File: config.mk
export PLATFORM = sky130hd
export DESIGN_NAME = pwr_mode_ctl
export DESIGN_NICKNAME = d
export VERILOG_FILES = /design/src/rtl/pwr_mode_ctl.sv
export SDC_FILE = /design/constraint.sdc
export NUM_CORES = 1
export LEC_CHECK = 0
export ABC_AREA = 1
export CAP_MARGIN = 20
export CORE_UTILIZATION = 50
export CTS_BUF_LIST = sky130_fd_sc_hd__clkbuf_16
export DETAILED_ROUTE_END_ITERATION = 8
export MAX_ROUTING_LAYER = met4
export PLACE_DENSITY = 0.77
export SKIP_LAST_GASP = 1
export SYNTH_ARGS = -nofsm -noshare
export SYNTH_HDL_FRONTEND = slang
export SYNTH_SLANG_ARGS = --single-unit
File: constraint.sdc
create_clock -name clk -period 1.7 [get_ports clk]
set_input_delay 0.255 -clock clk [delete_from_list [all_inputs] [get_ports clk]]
set_output_delay 0.255 -clock clk [all_outputs]
set_load 0.1 [all_outputs]
File: src/rtl/pwr_mode_ctl.sv
module pwr_mode_ctl #(
  parameter int NPINS    = 8,
  parameter int WARM_CYC = 2048
) (
  input  logic             clk,
  input  logic             rst_n,
  input  logic             mode_wr,
  input  logic [1:0]       mode_bits,
  input  logic             tmr_wake_en,
  input  logic             tmr_timeout,
  input  logic [NPINS-1:0] pin_in,
  input  logic [NPINS-1:0] pin_wake_mask,
  output logic             cpu_clk_en,
  output logic             hosc_en,
  output logic             losc_en,
  output logic             lo_clk_sel
);
  localparam int CW = $clog2(WARM_CYC + 1);
  localparam logic [CW-1:0] LAST = CW'(WARM_CYC - 1);
  localparam logic [1:0] M_FULL  = 2'b00;
  localparam logic [1:0] M_SLEEP = 2'b01;
  localparam logic [1:0] M_SLOW  = 2'b10;
  localparam logic [1:0] M_GREEN = 2'b11;

  typedef enum logic [1:0] {ST_RUN, ST_SLEEP, ST_GREEN, ST_WARM} st_t;

  st_t             st;
  logic            slow_q;
  logic [CW-1:0]   cnt;
  logic [NPINS-1:0] sy1, sy2, sy3;
  logic            pin_fall, tmr_wake, wake;

  always_ff @(posedge clk or negedge rst_n)
    if (!rst_n) begin
      sy1 <= '1;
      sy2 <= '1;
      sy3 <= '1;
    end else begin
      sy1 <= pin_in;
      sy2 <= sy1;
      sy3 <= sy2;
    end

  assign pin_fall = |(sy3 & ~sy2 & pin_wake_mask);
  assign tmr_wake = tmr_wake_en & tmr_timeout;
  assign wake = (st == ST_SLEEP && pin_fall) ||
                (st == ST_GREEN && (pin_fall || tmr_wake));

  always_ff @(posedge clk or negedge rst_n)
    if (!rst_n) begin
      st     <= ST_RUN;
      slow_q <= 1'b0;
      cnt    <= '0;
    end else begin
      case (st)
        ST_RUN:
          if (mode_wr)
            case (mode_bits)
              M_FULL:  slow_q <= 1'b0;
              M_SLOW:  slow_q <= 1'b1;
              M_SLEEP: st <= ST_SLEEP;
              M_GREEN: st <= ST_GREEN;
              default: ;
            endcase
        ST_SLEEP, ST_GREEN:
          if (wake) begin
            st  <= ST_WARM;
            cnt <= '0;
          end
        ST_WARM:
          if (cnt == LAST) st <= ST_RUN;
          else             cnt <= cnt + 1'b1;
        default: st <= ST_RUN;
      endcase
    end

  assign cpu_clk_en = (st == ST_RUN);
  assign losc_en    = (st != ST_SLEEP);
  assign hosc_en    = (st != ST_SLEEP) && !slow_q;
  assign lo_clk_sel = slow_q;


  sleep_osc_off_chk: assert property (@(posedge clk) disable iff (!rst_n)
    (mode_wr && mode_bits == M_SLEEP && cpu_clk_en) |=> (!hosc_en && !losc_en && !cpu_clk_en));


  sleep_hold_chk: assert property (@(posedge clk) disable iff (!rst_n)
    (st == ST_SLEEP && !pin_fall) |=> (st == ST_SLEEP));


  green_hold_chk: assert property (@(posedge clk) disable iff (!rst_n)
    (st == ST_GREEN && !pin_fall && !tmr_wake_en) |=> (st == ST_GREEN));


  warm_done_chk: assert property (@(posedge clk) disable iff (!rst_n)
    $rose(cpu_clk_en) |-> ($past(st) == ST_WARM && $past(cnt) == LAST));


  warm_step_chk: assert property (@(posedge clk) disable iff (!rst_n)
    (st == ST_WARM && cnt != LAST) |=> (st == ST_WARM && cnt == CW'($past(cnt) + 1'b1)));


  gated_sel_chk: assert property (@(posedge clk) disable iff (!rst_n)
    !cpu_clk_en |=> $stable(lo_clk_sel));
endmodule

Word-level counts from Yosys, hierarchy flattened
Index checks and enable logic that the tools add are counted.

cells by class
  mux-type cells = 9
  reductions and logical operators = 15
  add/subtract/negate cells = 1
  equality and inequality tests = 13
  bitwise operators = 4

operators by type and width
  kind                     number
  $mux W12                 2
  $pmux W12 S2             1
  $and A8 B8 Y8            2
  $add A12 B1 Y12 const B  1
  $eq A12 B11 Y1 const B   1
  $eq A2 B2 Y1 const B     4
  $ne A2 B2 Y1 const B     4
  $not A8 Y8               1
  $reduce_or A8 Y1         1
  $mux W2                  3
  $pmux W2 S3              1
  $reduce_and A3 Y1        2
  $eq A2 B1 Y1 const B     2
  $logic_not A2 Y1         2
  $pmux W2 S2              1
  $reduce_and A4 Y1        1
  $reduce_bool A2 Y1       2
  $logic_and A1 B1 Y1      3
  $ne A3 B1 Y1 const B     1
  $logic_or A1 B1 Y1       2
  $ne A2 B1 Y1 const B     1
  $pmux W1 S2              1
  $reduce_or A2 Y1         1
  $and A1 B1 Y1            1
  $logic_not A1 Y1         1

word-level totals
  input port bits = 23
  register bits = 39

Longest topological paths before layout
Gate-level depths: netlist of the first run.

  depth after elaboration = 9
  mapped depth = 11
  depth with buffers taken out = 10

Worst setup path before layout of the first run
OpenSTA, ideal clock, no wires.

  kind = register to output
  from = register slow_q, in the netlist lo_clk_sel
  to = output hosc_en
  data arrival time = 2151 ps
  cell stages (with the launch flop) = 2
  buffers on the path = 0
  setup slack = -706 ps
  required time = 1445 ps
  cells stage by stage = dfrtp_1 > nor2_1

between the ends
  word-level cells in the longest chain between the ends = 2

ends and longest elaborated chain
  item                    RTL line  source
  start, declared         28        logic slow_q;
  start signal, assigned  52        slow_q <= 1'b0;
  start signal, assigned  59        M_FULL: slow_q <= 1'b0;
  start signal, assigned  60        M_SLOW: slow_q <= 1'b1;
  $logic_not A1 Y1        79        assign hosc_en = (st != ST_SLEEP) && !slow_q;
  $logic_and A1 B1 Y1     79
  end, declared           14        output logic hosc_en,

Every way passes these cells.

Worst setup path after layout of the first run
  from = register st[0]
  to = output hosc_en

between the ends
  word-level cells in the longest chain between the ends = 2

ends and longest elaborated chain
  item                    RTL line  source
  start, declared         27        st_t st;
  start signal, assigned  51        st <= ST_RUN;
  start signal, assigned  61        M_SLEEP: st <= ST_SLEEP;
  start signal, assigned  62        M_GREEN: st <= ST_GREEN;
  $ne A2 B1 Y1            79
  $logic_and A1 B1 Y1     79

Every way passes these cells.

==> out/metrics.yaml, run 1 <==
outcome:
  run_status: "completed"
placement:
  placed_cells: 254
  gpl.final_weighted_congestion: 0.866
  buffer_ports.inserted: 26
  dp.final_hpwl_mm: 2.39
min_path:
  worst_hold_path.num_cells: 0
  timing.hold.worst.class: "reg -> reg"
cts:
  cts_num_sinks: 39
  clock_tree.htree_level_count: 2
  clkLatencyLatePin_ns: 0.28
  cts_tree: "yes"
  root_buffer: "sky130_fd_sc_hd__clkbuf_16"
  cts_buffers: 5
  clk_pin_slew_ns: 0.06
  maximum_count_of_clock_buffers_along_a_single_path: 2
floorplanning:
  top_level_ports: 27
  core_um2: 3150
  floorplan.die.height_um: 60.8
  initial_core_util: 0.548
  chip_width_um: 60.8
  floorplan.die_area_um2: 3690
  row_count: 20
global_routing:
  globalRouteMet2Util: 0.361
  use_met1: 0.221
  grtUsageMet3: 0.0469
  grt_antenna_before_repair: 0
  global_route.peak_usage_layer: "met2"
  number_of_global_route_vias_before_repair: 1302
  global_route.usage.total: 0.206
  grt_start_max_net_pins: 40
  grt_first_pass_wirelength_mm: 5.27
  grt_overflow_total: 0
critical_path:
  timing.critical_path.required_ns: 1.44
  crit_path_max_fanout: 4
  critical-path-max-stage-delay_ns: 0.42
  crit_path_end_kind: "output port"
  worst-setup-path-type: "reg -> out"
  slowest_stage: "sky130_fd_sc_hd__dfrtp_1"
  reg2reg_depth: 9
  crit_path_start_kind: "flop"
  cell_chain_critical_path: "ha_1 -> buf_4 -> nor2_4 -> buf_12"
  worstPathArrival_ns: 1.41
sta:
  final.hold.worst_slack_ns: 0.351
  grt_setup_unrepaired: "yes"
  hold_viol_final: 0
  period_minus_slack_ns: 1.66
  report.final.setup_viol: 0
  fmaxAchievable_mhz: 602
  worst_tran_pin_value_ns: 0.463
  fin_worst_skew_ns: 0.00516
  max_slew_margin: 0.691
  period_share: 0.977
  slew_viol_final: 0
layout:
  synthToLayoutAreaGrowth_pct: 35.2
  leading_cell_type_in_the_layout_fill_and_taps_excluded: "sky130_fd_sc_hd__nand2_1"
  fin_util: 0.740
  register_area_um2: 1010
  layout_common_cells: "48 x sky130_fd_sc_hd__nand2_1, 24 x sky130_fd_sc_hd__dfstp_2, 22 x sky130_fd_sc_hd__inv_1, 22 x sky130_fd_sc_hd__clkdlybuf4s50_1, 19 x sky130_fd_sc_hd__nand3_1"
  final_cell_count_no_fill: 266
  antenna_cells: 0
  nNetsFinal: 249
  multi_input_area_um2: 656
  post_route_cells_drive_above_1_share: 0.257
  filler_cells_inserted: 217
yosys:
  yosys_most_used_dff: "sky130_fd_sc_hd__dfstp_2"
  synth_area_leaders: "sky130_fd_sc_hd__dfstp_2 37%, sky130_fd_sc_hd__dfrtp_1 22%, sky130_fd_sc_hd__nand2_1 11%"
  async_flop_share: 1.00
  ys_ff_latch: 39
  synthDominantCellAreaShare: 0.365
  syn_inst: 181
  yosys.cell_types.count: 24
  synth_nets: 209
  netlist.top_cell.by_area: "sky130_fd_sc_hd__dfstp_2"
  area_of_the_mapped_netlist_um2: 1730
  synthesis.yosys.warnings: 0
  postSynthAreaPerCell_um2: 9.54
  seq_area_frac_synth: 0.583
  synth_edf_count: 0
routing:
  detail_route.first_pass.iterations: 4
  dr.first_iter.drc_count: 54
  drt-vias-per-instance: 5.04
  ant_nets: 0
  routed_wl_mm: 3.44
  remaining_drc_errors: 0
  wire_per_inst_um: 12.9
  routed-via-count: 1341
power_and_ir_drop:
  max-vdd-ir-drop_uv: 1060
  p_leak_nw: 1.07
  power.density_nw_per_um2: 1660
  p_total_mw: 3.87
job:
  max_cap_viol_count: 0
path summary, 6_finish.rpt:
path,start,to,slack [ns]
min reg2reg,sy1[3]$_DFF_PN1_,sy2[3]$_DFF_PN1_,0.35
min,sy1[3]$_DFF_PN1_,sy2[3]$_DFF_PN1_,0.35
max reg2reg,cnt[0]$_DFFE_PN0P_,cnt[4]$_DFFE_PN0P_,0.07
max,st[0]$_DFFE_PN0P_,hosc_en,0.04
max in group asynchronous,rst_n,sy1[2]$_DFF_PN1_,0.94
min in group asynchronous,rst_n,st[0]$_DFFE_PN0P_,0.41
registers in the layout, indices dropped and copies added, names as in the netlist:
register    flops
cnt            12
lo_clk_sel      1
st              2
sy1             8
sy2             8
sy3             8
metal layers:
| layer | vias to the layer above | wire length, µm |
|---|---|---|
| li1 | 660 | - |
| met1 | 640 | 1420 |
| met2 | 35 | 1820 |
| met3 | 6 | 165 |
| met4 | 0 | 36 |
| met5 | - | 0 |
cells by family (layout without fill, tap and decap cells):
kind of cell	after synthesis	after routing	share of synthesized area
buffers and inverters	25	65	0.0609
AOI/OAI and AO/OA	12	12	0.0420
and+or+nand+nor	97	98	0.263
adders and majority gates	5	5	0.0362
xor gates and xnor gates	3	3	0.0152
DFF	39	39	0.583
stage by stage:
stage	setup slack, ns	area, µm²	TNS [ns]
after floorplan	0.0470	1740	0
after global placement	0.0965	2110	0
after detailed placement	0.0365	2110	0
after CTS	0.00316	2280	0
after global routing	-0.0298	2330	-0.0503
final	0.0386	2330	0
timing repair:
item,4_1_cts,5_1_grt
setup endpoints to repair,0,13
hold buffers,0,0
endpoints found under the hold margin,0,0
setup buffers,0,3
gates resized for setup,0,4
where the power goes:
part           leakage, nW  switching, mW  total, mW  internal (mW)
Combinational        0.532           1.10       1.72          0.614
Clock               0.0804          0.355       1.05          0.696
Sequential           0.455         0.0699       1.10           1.03
cell usage after synthesis, types with 3 or more instances:
| cell | count |
|---|---|
| sky130_fd_sc_hd__xor2_1 | 3 |
| sky130_fd_sc_hd__nand3b_1 | 4 |
| sky130_fd_sc_hd__o21ai_1 | 5 |
| sky130_fd_sc_hd__nand3_1 | 19 |
| sky130_fd_sc_hd__o21ai_0 | 4 |
| sky130_fd_sc_hd__inv_1 | 22 |
| sky130_fd_sc_hd__nand4_1 | 6 |
| sky130_fd_sc_hd__dfrtp_1 | 15 |
| sky130_fd_sc_hd__nor2_1 | 11 |
| sky130_fd_sc_hd__nand2_1 | 49 |
| sky130_fd_sc_hd__ha_1 | 5 |
| sky130_fd_sc_hd__dfstp_2 | 24 |
critical path, delay by kind of cell, from the launching register on:
| family | cells | cell delay [ns] |
|---|---|---|
| and+or+nand+nor | 1 | 0.13 |
| DFF | 1 | 0.42 |
| buffers and inverters | 2 | 0.34 |
| adders and majority gates | 1 | 0.24 |
cell type report:
class | instances | share of cell area
flip-flops and latches | 39 | 0.431
multi-input cells | 118 | 0.281
repair buffers | 34 | 0.154
clock buffers | 5 | 0.0536
inverters | 23 | 0.0370
well taps | 44 | 0.0236
clock inverters | 3 | 0.0198
Power figures use the tool's default switching activity.
==> inputs of run 2 (changes only) <==
CORE_MARGIN = 1.5   (was unset)
PLACE_DENSITY = 0.8   (was 0.77)
==> run 2 against run 1 <==
Against the previous run:
- global-route usage fell by 0.58 points
- clock power down 7%
- clock skew down 0.0032 ns
- non-clock buffer count up 7
- setup slack got worse by 0.024 ns
- final area up 5.3%
- critical endpoint is now cnt[2]$_DFFE_PN0P_
- highest routed layer unchanged
==> out/metrics.yaml, run 2 (synthesized netlist as in run 1, its figures left out) <==
cts:
  cts_buffers: 5
  root_buffer: "sky130_fd_sc_hd__clkbuf_16"
  maximum_count_of_clock_buffers_along_a_single_path: 2
  cts_num_sinks: 39
  cts_tree: "yes"
  clock_tree.htree_level_count: 2
  clkLatencyLatePin_ns: 0.28
  clk_pin_slew_ns: 0.05
layout:
  synthToLayoutAreaGrowth_pct: 42.3
  leading_cell_type_in_the_layout_fill_and_taps_excluded: "sky130_fd_sc_hd__nand2_1"
  largest_register: "cnt"
  nNetsFinal: 257
  final_design_area_no_fill_um2: 2460
  filler_cells_inserted: 223
  layout_common_cells: "45 x sky130_fd_sc_hd__nand2_1, 24 x sky130_fd_sc_hd__dfstp_2, 22 x sky130_fd_sc_hd__inv_1, 21 x sky130_fd_sc_hd__clkdlybuf4s50_1, 19 x sky130_fd_sc_hd__nand3_1"
  fin_util: 0.736
  final_cell_count_no_fill: 275
  post_route_cells_drive_above_1_share: 0.310
  number_of_flip_flops_under_the_largest_register_name: 12
  antenna_cells: 0
placement:
  gpl.final_weighted_congestion: 0.868
  placedInstanceArea_um2: 2110
  buffer_ports.inserted: 26
  placed_cells: 256
  dp.final_hpwl_mm: 2.34
critical_path:
  crit_path_max_fanout: 5
  number_of_buffer_and_inverter_instances_along_the_worst_setup_path: 0
  slowest_stage: "sky130_fd_sc_hd__dfrtp_1"
  cell_chain_critical_path: "ha_4 -> nand3_4 -> nor2_4 -> nand2_2 -> o21ai_4 -> nand2_4 -> nand2_8 -> nand2_1 -> o21ai_2"
  worstPathArrival_ns: 1.90
  crit_start: "cnt[1]$_DFFE_PN0P_"
  timing.rr.start: "cnt[1]$_DFFE_PN0P_"
  crit_path_end_kind: "flop"
  critPathTopFamily: "simple AND/OR/NAND/NOR gates"
  critical-path-max-stage-delay_ns: 0.42
  timing.critical_path.required_ns: 1.91
  worst-setup-path-type: "reg -> reg"
  crit_path_start_kind: "flop"
floorplanning:
  chip_width_um: 61.8
  initial_core_util: 0.517
  row_count: 21
  floorplan.die_area_um2: 3810
  floorplan.die.height_um: 61.8
  core_um2: 3340
  top_level_ports: 27
sta:
  period_minus_slack_ns: 1.68
  fin_worst_skew_ns: 0.00201
  fmaxAchievable_mhz: 593
  report.final.setup_viol: 0
  period_share: 0.991
  slew_viol_final: 0
  hold_viol_final: 0
  worst_tran_pin_value_ns: 0.574
  grt_setup_unrepaired: "yes"
  final.setup.tns_ns: 0
  max_slew_margin: 0.617
  final.hold.worst_slack_ns: 0.354
power_and_ir_drop:
  power.density_nw_per_um2: 1690
  max-vdd-ir-drop_uv: 914
  p_leak_nw: 1.13
global_routing:
  number_of_global_route_vias_before_repair: 1253
  grt_overflow_total: 0
  global_route.usage.total: 0.200
  grt_first_pass_wirelength_mm: 5.16
  grt_start_max_net_pins: 28
  grt_antenna_before_repair: 0
job:
  max_cap_viol_count: 0
routing:
  detail_route.first_pass.iterations: 4
  ant_nets: 0
  routed-via-count: 1412
  wire_per_inst_um: 14.4
  dr.first_iter.drc_count: 101
  drt-vias-per-instance: 5.13
  routed_wl_mm: 3.96
  remaining_drc_errors: 0
outcome:
  run_status: "completed"
min_path:
  timing.hold.worst.class: "reg -> reg"
  launch_instance_of_the_worst_min_delay_path: "sy1[2]$_DFF_PN1_"
## run 2: cell count changes in the layout (fill, tap and decap cells not counted), moves of 2 or more
cell                      delta
sky130_fd_sc_hd__o21ai_1     -2
sky130_fd_sc_hd__o21ai_0     -2
sky130_fd_sc_hd__nand2_1     -3
sky130_fd_sc_hd__buf_12      +2
sky130_fd_sc_hd__buf_4       +4
sky130_fd_sc_hd__o21ai_2     +4
sky130_fd_sc_hd__nand2_2     +3
## run 2: stage by stage
stage | setup slack, ns | power [mW]
finish | 0.0150 | 4.16
global route | -0.0864 | 4.34
CTS | 0.0270 | 3.55
detailed placement | 0.0136 | 2.57
global placement | 0.0618 | 2.54
floorplan | 0.0470 | 2.15
## run 2: power by group
part           internal [mW]  switching, mW
Sequential              1.03         0.0732
Combinational          0.812           1.27
Clock                  0.624          0.349
## run 2: layout make-up
type                    instances  area [µm²]  share of cell area
clock buffers                   6         150              0.0611
inverters                      23        86.3              0.0351
well taps                      46        57.6              0.0234
repair buffers                 41         435               0.177
multi-input cells             119         716               0.291
clock inverters                 1        6.26             0.00255
flip-flops and latches         39        1010               0.409
## run 2: worst paths after layout
kind	end	slack, ns	cells after the start
worst min register to register	sy2[2]$_DFF_PN1_	0.35	0
min in group asynchronous	lo_clk_sel$_DFFE_PN0P_	0.50	2
worst max-delay path	cnt[2]$_DFFE_PN0P_	0.02	9
worst min-delay path	sy2[2]$_DFF_PN1_	0.35	0
worst max register to register	cnt[2]$_DFFE_PN0P_	0.02	9
max in group asynchronous	sy2[6]$_DFF_PN1_	0.59	3
## run 2: what timing repair did
| item | in CTS | in global routing |
|---|---|---|
| setup endpoints to repair | 0 | 13 |
| buffers inserted | 0 | 9 |
| endpoints found under the hold margin | 15 | 0 |
| hold buffers | 1 | 0 |
| gates resized for setup | 0 | 16 |
## run 2: per-layer routing
layer,up-vias,track usage,part of all wire
li1,679,-,-
met1,672,0.205,0.39
met2,49,0.355,0.53
met3,12,0.0580,0.052
met4,0,0.0821,0.030
met5,-,-,0
